===== src/rtl/tx_pkg.sv =====
package tx_pkg;

    localparam int DATA_W  = 9;
    localparam int FRAME_W = DATA_W + 2;
    localparam int LEN_W   = $clog2(FRAME_W + 1);

    typedef enum logic {
        CH_DATA = 1'b0,
        CH_IDLE = 1'b1
    } char_kind_e;

    typedef struct packed {
        logic char9;
        logic par_en;
        logic par_odd;
    } tx_cfg_t;

    // Bit count of one character, frame or idle
    function automatic logic [LEN_W-1:0] char_len(input logic char9);
        return char9 ? LEN_W'(FRAME_W) : LEN_W'(FRAME_W - 1);
    endfunction

    // Builds the frame, LSB goes on the line first
    function automatic logic [FRAME_W-1:0] make_frame(
        input logic [DATA_W-1:0] d,
        input tx_cfg_t           c
    );
        logic [DATA_W-1:0] body;
        body = d;
        if (!c.char9) begin
            body[DATA_W-1] = 1'b1;          // becomes the stop bit
        end
        if (c.par_en) begin
            if (c.char9) begin
                body[DATA_W-1] = (^d[DATA_W-2:0]) ^ c.par_odd;
            end else begin
                body[DATA_W-2] = (^d[DATA_W-3:0]) ^ c.par_odd;
            end
        end
        return {1'b1, body, 1'b0};
    endfunction

endpackage


===== src/rtl/tx_holding_reg.sv =====
module tx_holding_reg
    import tx_pkg::*;
(
    input  logic              clk,
    input  logic              rst,
    input  logic              wr_en,
    input  logic [DATA_W-1:0] wr_data,
    input  logic              take,
    input  logic              drop,
    output logic              full,
    output logic [DATA_W-1:0] data_q
);

    always_ff @(posedge clk) begin
        if (rst) begin
            full   <= 1'b0;
            data_q <= '0;
        end else if (wr_en) begin
            full   <= 1'b1;
            data_q <= wr_data;
        end else if (take || drop) begin
            full   <= 1'b0;
        end
    end

endmodule


===== src/rtl/tx_shifter.sv =====
module tx_shifter
    import tx_pkg::*;
#(
    parameter int TICKS_PER_BIT = 16
) (
    input  logic               clk,
    input  logic               rst,
    input  logic               baud_tick,
    input  logic               start,
    input  char_kind_e         start_kind,
    input  logic [FRAME_W-1:0] start_bits,
    input  logic [LEN_W-1:0]   start_len,
    output logic               busy,
    output char_kind_e         kind,
    output logic               txd,
    output logic               stop_entry
);

    localparam int CNT_W = (TICKS_PER_BIT > 1) ? $clog2(TICKS_PER_BIT) : 1;

    logic [FRAME_W-1:0] shreg;
    logic [LEN_W-1:0]   left;
    logic [CNT_W-1:0]   tick_cnt;
    logic               bit_end;

    assign bit_end    = busy && baud_tick && (tick_cnt == CNT_W'(TICKS_PER_BIT - 1));
    assign stop_entry = bit_end && (left == LEN_W'(2)) && (kind == CH_DATA);
    assign txd        = busy ? shreg[0] : 1'b1;

    always_ff @(posedge clk) begin
        if (rst) begin
            busy     <= 1'b0;
            kind     <= CH_IDLE;
            shreg    <= '1;
            left     <= '0;
            tick_cnt <= '0;
        end else if (!busy) begin
            if (start) begin
                busy     <= 1'b1;
                kind     <= start_kind;
                shreg    <= start_bits;
                left     <= start_len;
                tick_cnt <= '0;
            end
        end else if (baud_tick) begin
            if (bit_end) begin
                tick_cnt <= '0;
                shreg    <= {1'b1, shreg[FRAME_W-1:1]};
                left     <= left - LEN_W'(1);
                if (left == LEN_W'(1)) begin
                    busy <= 1'b0;
                end
            end else begin
                tick_cnt <= tick_cnt + CNT_W'(1);
            end
        end
    end

endmodule


===== src/rtl/tx_char_sched.sv =====
module tx_char_sched
    import tx_pkg::*;
(
    input  logic       clk,
    input  logic       rst,
    input  logic       tx_en,
    input  logic       busy,
    input  logic       full,
    input  logic       stop_entry,
    output logic       launch,
    output char_kind_e launch_kind,
    output logic       take,
    output logic       drop
);

    logic en_q;
    logic idle_pend;
    logic ready;

    assign ready       = !busy && tx_en && en_q;
    assign launch      = ready && (idle_pend || full);
    assign launch_kind = idle_pend ? CH_IDLE : CH_DATA;
    assign take        = ready && !idle_pend && full;
    assign drop        = stop_entry && !tx_en;

    always_ff @(posedge clk) begin
        if (rst) begin
            en_q      <= 1'b0;
            idle_pend <= 1'b0;
        end else begin
            en_q <= tx_en;
            if (tx_en && !en_q) begin
                idle_pend <= 1'b1;
            end else if (ready && idle_pend) begin
                idle_pend <= 1'b0;
            end
        end
    end

endmodule


===== src/rtl/serial_tx.sv =====
module serial_tx
    import tx_pkg::*;
#(
    parameter int TICKS_PER_BIT = 16
) (
    input  logic              clk,
    input  logic              rst,
    input  logic              tx_en,
    input  logic              char9,
    input  logic              par_en,
    input  logic              par_odd,
    input  logic              wr_en,
    input  logic [DATA_W-1:0] wr_data,
    input  logic              baud_tick,
    output logic              tdr_empty,
    output logic              txd
);

    logic               full_w;
    logic [DATA_W-1:0]  hold_data_w;
    logic               take_w;
    logic               drop_w;
    logic               launch_w;
    char_kind_e         launch_kind_w;
    logic               busy_w;
    char_kind_e         kind_w;
    logic               stop_entry_w;
    tx_cfg_t            cfg_w;
    logic [FRAME_W-1:0] bits_w;

    assign cfg_w     = '{char9: char9, par_en: par_en, par_odd: par_odd};
    assign bits_w    = (launch_kind_w == CH_IDLE) ? '1 : make_frame(hold_data_w, cfg_w);
    assign tdr_empty = !full_w;

    tx_holding_reg hold_i (
        .clk     (clk),
        .rst     (rst),
        .wr_en   (wr_en),
        .wr_data (wr_data),
        .take    (take_w),
        .drop    (drop_w),
        .full    (full_w),
        .data_q  (hold_data_w)
    );

    tx_char_sched sched_i (
        .clk         (clk),
        .rst         (rst),
        .tx_en       (tx_en),
        .busy        (busy_w),
        .full        (full_w),
        .stop_entry  (stop_entry_w),
        .launch      (launch_w),
        .launch_kind (launch_kind_w),
        .take        (take_w),
        .drop        (drop_w)
    );

    tx_shifter #(.TICKS_PER_BIT(TICKS_PER_BIT)) shift_i (
        .clk        (clk),
        .rst        (rst),
        .baud_tick  (baud_tick),
        .start      (launch_w),
        .start_kind (launch_kind_w),
        .start_bits (bits_w),
        .start_len  (char_len(char9)),
        .busy       (busy_w),
        .kind       (kind_w),
        .txd        (txd),
        .stop_entry (stop_entry_w)
    );

endmodule


===== config.mk =====
export PLATFORM = sky130hd
export DESIGN_NAME = serial_tx
export DESIGN_NICKNAME = d
export VERILOG_FILES = /design/src/rtl/tx_pkg.sv /design/src/rtl/tx_holding_reg.sv /design/src/rtl/tx_shifter.sv /design/src/rtl/tx_char_sched.sv /design/src/rtl/serial_tx.sv
export SDC_FILE = /design/constraint.sdc
export NUM_CORES = 1
export LEC_CHECK = 0
export BUFFER_PORTS_ARGS = -buffer_cell sky130_fd_sc_hd__buf_2
export CELL_PAD_IN_SITES_DETAIL_PLACEMENT = 1
export CELL_PAD_IN_SITES_GLOBAL_PLACEMENT = 1
export CORE_ASPECT_RATIO = 1.4
export CORE_MARGIN = 5
export CORE_UTILIZATION = 43
export CTS_CLUSTER_SIZE = 20
export DETAILED_ROUTE_END_ITERATION = 8
export PLACE_DENSITY = 0.77
export RECOVER_POWER = 25
export SLEW_MARGIN = 5
export SYNTH_ARGS = -nofsm -noshare
export SYNTH_HDL_FRONTEND = slang
export SYNTH_SLANG_ARGS = --single-unit

===== constraint.sdc =====
create_clock -name clk -period 1.9 [get_ports clk]
set_clock_uncertainty 0.05 [all_clocks]
set_input_delay 0.38 -clock clk [delete_from_list [all_inputs] [get_ports clk]]
set_output_delay 0.38 -clock clk [all_outputs]
set_load 0.01 [all_outputs]

==> reports/qor.yml, run 1 <==
timing:
  grt_setup_unrepaired: "no"
  setup-violations-final: 0
  max_freq_ghz: 0.587
  hold_viol_final: 0
  setup_tns_ns: 0
  fin_crit_sh_pct: 89.7
  max_slew_margin_pct: 52.5
  timing.final.crit_period_ns: 1.70
  fin_hold_ws_ns: 0.286
  worstMarginPinSlew_ns: 0.712
  report.final.slew_viol_count: 0
pwr:
  vdd_drop_max_mv: 0.526
  p_leak_nw: 0.729
  pwr_density_cell_nw_per_um2: 823
worst_setup_path:
  cp.arrival_ns: 1.83
  timing.rr.end: "shift_i.shreg[8]"
  startpoint_type: "flop"
  critical_path_class: "reg2reg"
  rr_startpoint: "shift_i.tick_cnt[0]"
  ff2ff_setup_slack_ns: 0.20
  reg2reg_depth: 5
  critPathMaxFanout: 15
  cp_data_required_time_ns: 2.02
  endpoint_kind: "flop"
synthesis:
  synth.net_count: 198
  syn-instance-count: 177
  synthTopCellsByCount: "37 x nor2_1, 32 x dfxtp_1, 14 x a21oi_1, 10 x mux2i_1, 9 x xnor2_1"
  yosysTopAreaCellShare_pct: 41.0
  ys_warn_count: 0
  yosysSeqAreaShare_pct: 41.0
  synthArstFlopShare_pct: 0
  synth_seq_cells: 32
  synth_area_per_cell_um2: 8.84
  synth.most_common_cell: "nor2_1"
  synth_cell_type_count: 40
  synth-main-ff-cell: "dfxtp_1"
  synth-edff-count: 0
  syn-cell-area_um2: 1560
  synth_area_leaders: "dfxtp_1 41%, nor2_1 8.9%, mux2i_1 6.4%"
  synth.largest_area_cell: "dfxtp_1"
floorplanning:
  die_w_um: 61.0
  fp.dieH_um: 81.4
  core_area_um2: 3580
  pin_count: 19
  start_util_pct: 43.7
  dieArea_um2: 4960
  num_rows: 26
clocking:
  cts-root-buf: "clkbuf_8"
  clock-sinks: 32
  cts_max_level: 2
  clkSlewWorstSetupHoldPaths_ns: 0.07
  cts_max_path_buffers: 2
  cts-buffers-inserted: 5
  cts_hold_buffers: 0
  clkLatencyLatePin_ns: 0.28
  cts_resized: 0
  cts_tree: "built"
  cts_setup_buffers: 0
drt:
  wl_mm: 3.61
  ant_nets: 0
  vias: 1299
  wire_per_inst_um: 15.2
  drt-pass1-iter-count: 4
  post-route-drc-count: 0
  drt-vias-per-instance: 5.46
  drt_iter0_markers: 23
status:
  status: "finished clean"
job:
  maxCapViolCount: 0
cells_and_area:
  diodes: 0
  utilization_pct: 49.2
  drive_above_1_share_pct: 18.4
  area.growth.synth_to_final_pct: 12.6
  nets: 216
global_route:
  grt_pass1_vias: 1423
  grt_max_degree: 33
  grt.total_usage_pct: 16.7
  antenna_found_initial: 0
  grt-ovfl-total: 0
  grt_pass1_wl_mm: 6.15
min_path:
  hp-start: "wr_data[7]"
  min_path_type: "in2reg"
  hold_depth: 3
  holdPathEnd: "hold_i.data_q[7]"
placement:
  gp_congestion: 0.745
  portBuffers: 18
  hpwl_mm: 2.74
## registers in the layout, indices dropped and copies added, names as in the netlist
name	flops
shift_i.tick_cnt	4
sched_i.idle_pend	1
sched_i.en_q	1
shift_i.busy	1
shift_i.shreg	10
hold_i.data_q	9
hold_i.full	1
shift_i.left	4
shift_i.kind	1
## power breakdown
group | internal, mW | switching (mW)
clock | 0.295 | 0.240
combinational | 0.0957 | 0.0973
sequential | 0.699 | 0.0232
total | 1.09 | 0.360
## final cells by class
type / count / area (um2)
Fill cell: 460 / 1820
Multi-Input combinational cell: 127 / 833
Sequential cell: 32 / 641
Timing Repair Buffer: 22 / 119
Clock buffer: 8 / 90.1
Tap cell: 42 / 52.6
Inverter: 7 / 26.3
## layer usage
layer	track usage (%)	part of all wire (%)
met4	5.86	1.4
met1	15.7	39
met2	33.0	56
met3	4.29	3.1
met5	0	0
## cells in the final DEF, fill, tap and decap left out, drive strengths merged
cell type | Yosys | layout
a2111oi | 1 | 1
a211o | 7 | 7
a21bo | 1 | 1
a21oi | 14 | 14
a221o | 2 | 2
a311oi | 1 | 1
a31o | 1 | 1
a31oi | 1 | 1
a32oi | 1 | 1
and2 | 1 | 1
and3 | 1 | 1
and3b | 2 | 2
buf | 3 | 21
clkbuf | 8 | 9
dfxtp | 32 | 32
ha | 4 | 4
inv | 7 | 7
mux2i | 10 | 10
nand2 | 5 | 5
nand2b | 3 | 3
nand3 | 6 | 6
nor2 | 37 | 37
nor2b | 1 | 1
nor3 | 1 | 1
nor3b | 1 | 1
nor4 | 1 | 1
o211ai | 1 | 1
o21a | 1 | 1
o21ai | 7 | 7
o21ba | 1 | 1
o21bai | 1 | 1
o311ai | 1 | 1
o31a | 1 | 1
or2 | 2 | 2
xnor2 | 9 | 9
xnor3 | 1 | 1
## logic make-up (layout without fill, tap and decap cells)
logic type      after synthesis  after routing  share of synthesized area, %
buf+inv                      18             37                          5.76
compound gates               42             42                          19.1
xor+xnor                     10             10                          6.48
simple gates                 61             61                          18.1
mux                          10             10                          6.40
flops                        32             32                          41.0
fa+ha+maj                     4              4                          3.20
## metrics by stage
stage / cell area (um2) / setup slack, ns / total power [mW] / cells
after floorplan: 1560 / 0.157 / 0.879 / 177
after global placement: 1670 / 0.212 / 0.922 / 230
after detailed placement: 1670 / 0.183 / 0.934 / 230
after CTS: 1760 / 0.182 / 1.47 / 238
after global routing: 1760 / 0.105 / 1.53 / 238
final: 1760 / 0.196 / 1.45 / 238
## worst max path at each step
stage,from,endpoint
after CTS,shift_i.tick_cnt[0],shift_i.left[3]
after global routing,shift_i.tick_cnt[0],shift_i.left[3]
after global placement,par_odd,shift_i.shreg[9]
final,shift_i.tick_cnt[0],shift_i.shreg[8]
after detailed placement,par_odd,shift_i.shreg[9]
after floorplan,shift_i.tick_cnt[0],shift_i.shreg[8]
## critical path: stages (launching register included)
cell	delay (ns)
dfxtp_1	0.38
ha_1	0.21
nand3_1	0.11
or2_4	0.27
and2_4	0.22
a221o_1	0.36
No activity file was read; power rests on OpenSTA's default activity.
==> inputs of run 2 (changes only) <==
--- a/config.mk
+++ b/config.mk
@@ -13,9 +13,8 @@
 export CORE_UTILIZATION = 43
 export CTS_CLUSTER_SIZE = 20
 export DETAILED_ROUTE_END_ITERATION = 8
-export PLACE_DENSITY = 0.77
+export PLACE_DENSITY = 0.81
 export RECOVER_POWER = 25
-export SLEW_MARGIN = 5
 export SYNTH_ARGS = -nofsm -noshare
 export SYNTH_HDL_FRONTEND = slang
 export SYNTH_SLANG_ARGS = --single-unit
==> reports/qor.yml, run 2 (synthesized netlist as in run 1, its figures left out) <==
status:
  status: "finished clean"
worst_setup_path:
  endpoint_kind: "output port"
  cpPeakStageDelay_ns: 0.46
  cp.buffers_inverters: 3
  cp_data_required_time_ns: 1.47
  critical_path_class: "reg2out"
  path_cells: "buf_4 -> buf_4 -> nand2b_1 -> buf_2"
  startpoint_type: "flop"
  path_delay_family: "buffers and inverters"
  path_common_cell: "buf_4"
  ff2ff_setup_slack_ns: 0.19
  cp.arrival_ns: 1.33
  worst_path_max_delay_cell: "dfxtp_1"
  critPathMaxFanout: 18
cells_and_area:
  nets: 216
  mostFrequentLayoutCell: "nor2_1"
  top_register: "shift_i.shreg"
  diodes: 0
  final_cell_mix: "37 x nor2_1, 32 x dfxtp_1, 18 x buf_2, 14 x a21oi_1, 10 x mux2i_1"
  postLayoutCellArea_um2: 1760
  utilization_pct: 49.2
  area.growth.synth_to_final_pct: 12.5
  reg_top3: "shift_i.shreg x10, hold_i.data_q x9"
  largest_reg_flops: 10
  drive_above_1_share_pct: 18.4
drt:
  ant_nets: 0
  post-route-drc-count: 0
  wl_mm: 3.63
  vias: 1290
  wire_per_inst_um: 15.3
  drt-pass1-iter-count: 4
  drt-vias-per-instance: 5.42
  drt_iter0_markers: 47
clocking:
  cts-buffers-inserted: 5
  cts_hold_buffers: 0
  cts_max_path_buffers: 2
  cts_max_level: 2
  clkLatencyLatePin_ns: 0.28
  cts_resized: 0
  clkSlewWorstSetupHoldPaths_ns: 0.06
  cts_setup_buffers: 0
  cts_tree: "built"
  clock-sinks: 32
  cts-root-buf: "clkbuf_8"
global_route:
  use_met1_pct: 15.2
  antenna_found_initial: 0
  grt.busiest_layer: "met2"
  grt.total_usage_pct: 16.4
  grt_pass1_wl_mm: 6.06
  grt-ovfl-total: 0
  use_met3_pct: 3.82
  grt_max_degree: 33
  met2_usage_pct: 31.9
  grt_pass1_vias: 1413
floorplanning:
  die_w_um: 61.0
  start_util_pct: 43.7
  fp.dieH_um: 81.4
  dieArea_um2: 4960
  num_rows: 26
  core_area_um2: 3580
  pin_count: 19
timing:
  report.final.slew_viol_count: 0
  timing.final.crit_period_ns: 1.76
  grt_setup_unrepaired: "no"
  hold_viol_final: 0
  worstMarginPinSlew_ns: 1.37
  setup_tns_ns: 0
  fin_crit_sh_pct: 92.7
  max_slew_margin_pct: 8.42
  setup-violations-final: 0
  max_freq_ghz: 0.568
pwr:
  pwr_density_cell_nw_per_um2: 820
  power_mw: 1.44
  p_leak_nw: 0.728
  vdd_drop_max_mv: 0.489
placement:
  place_area_um2: 1670
  gp_congestion: 0.749
  portBuffers: 18
  hpwl_mm: 2.79
job:
  maxCapViolCount: 0
min_path:
  min_path_type: "in2reg"
-- run 2: cell types whose count changed in the layout (fill, tap and decap cells not counted) --
cell and delta:
buf_2 +1, buf_4 -1
-- run 2: metal layers --
metal	wire, um	part of all wire [%]
met2	2060	57
met5	0	0
met4	61	1.7
met1	1410	39
met3	99	2.7
-- run 2: worst paths after layout --
kind / from / endpoint / cells past startpoint
worst max-delay path: shift_i.busy / txd / 4
worst max register to register: shift_i.busy / shift_i.shreg[4] / 5
worst min register to register: shift_i.shreg[2] / shift_i.shreg[2] / 1
worst min-delay path: wr_data[1] / hold_i.data_q[1] / 3
-- run 2: layout make-up --
cell class                 instances  area (um2)
timing repair buffer              22         116
fill                             455        1820
tap                               42        52.6
clock buffer                       8        90.1
sequential                        32         641
multi-input combinational        127         833
inverter                           7        26.3
-- run 2: worst reg2reg max path: cells and delay by family, from the launching register on --
kind / cells / cell delay (ns)
flops: 1 / 0.46
compound gates: 2 / 0.41
simple gates: 3 / 0.67
-- run 2: through the flow --
| step | setup slack, ns | hold slack [ns] | std cells |
|---|---|---|---|
| after global placement | 0.232 | 0.395 | 230 |
| after floorplan | 0.157 | 0.386 | 177 |
| after detailed placement | 0.150 | 0.408 | 230 |
| final | 0.138 | 0.290 | 238 |
| after CTS | 0.110 | 0.286 | 238 |
| after global routing | 0.0408 | 0.308 | 238 |
-- run 2: power breakdown --
part | internal, mW | switching (mW)
Sequential | 0.699 | 0.0241
Combinational | 0.0953 | 0.0989
Clock | 0.295 | 0.231
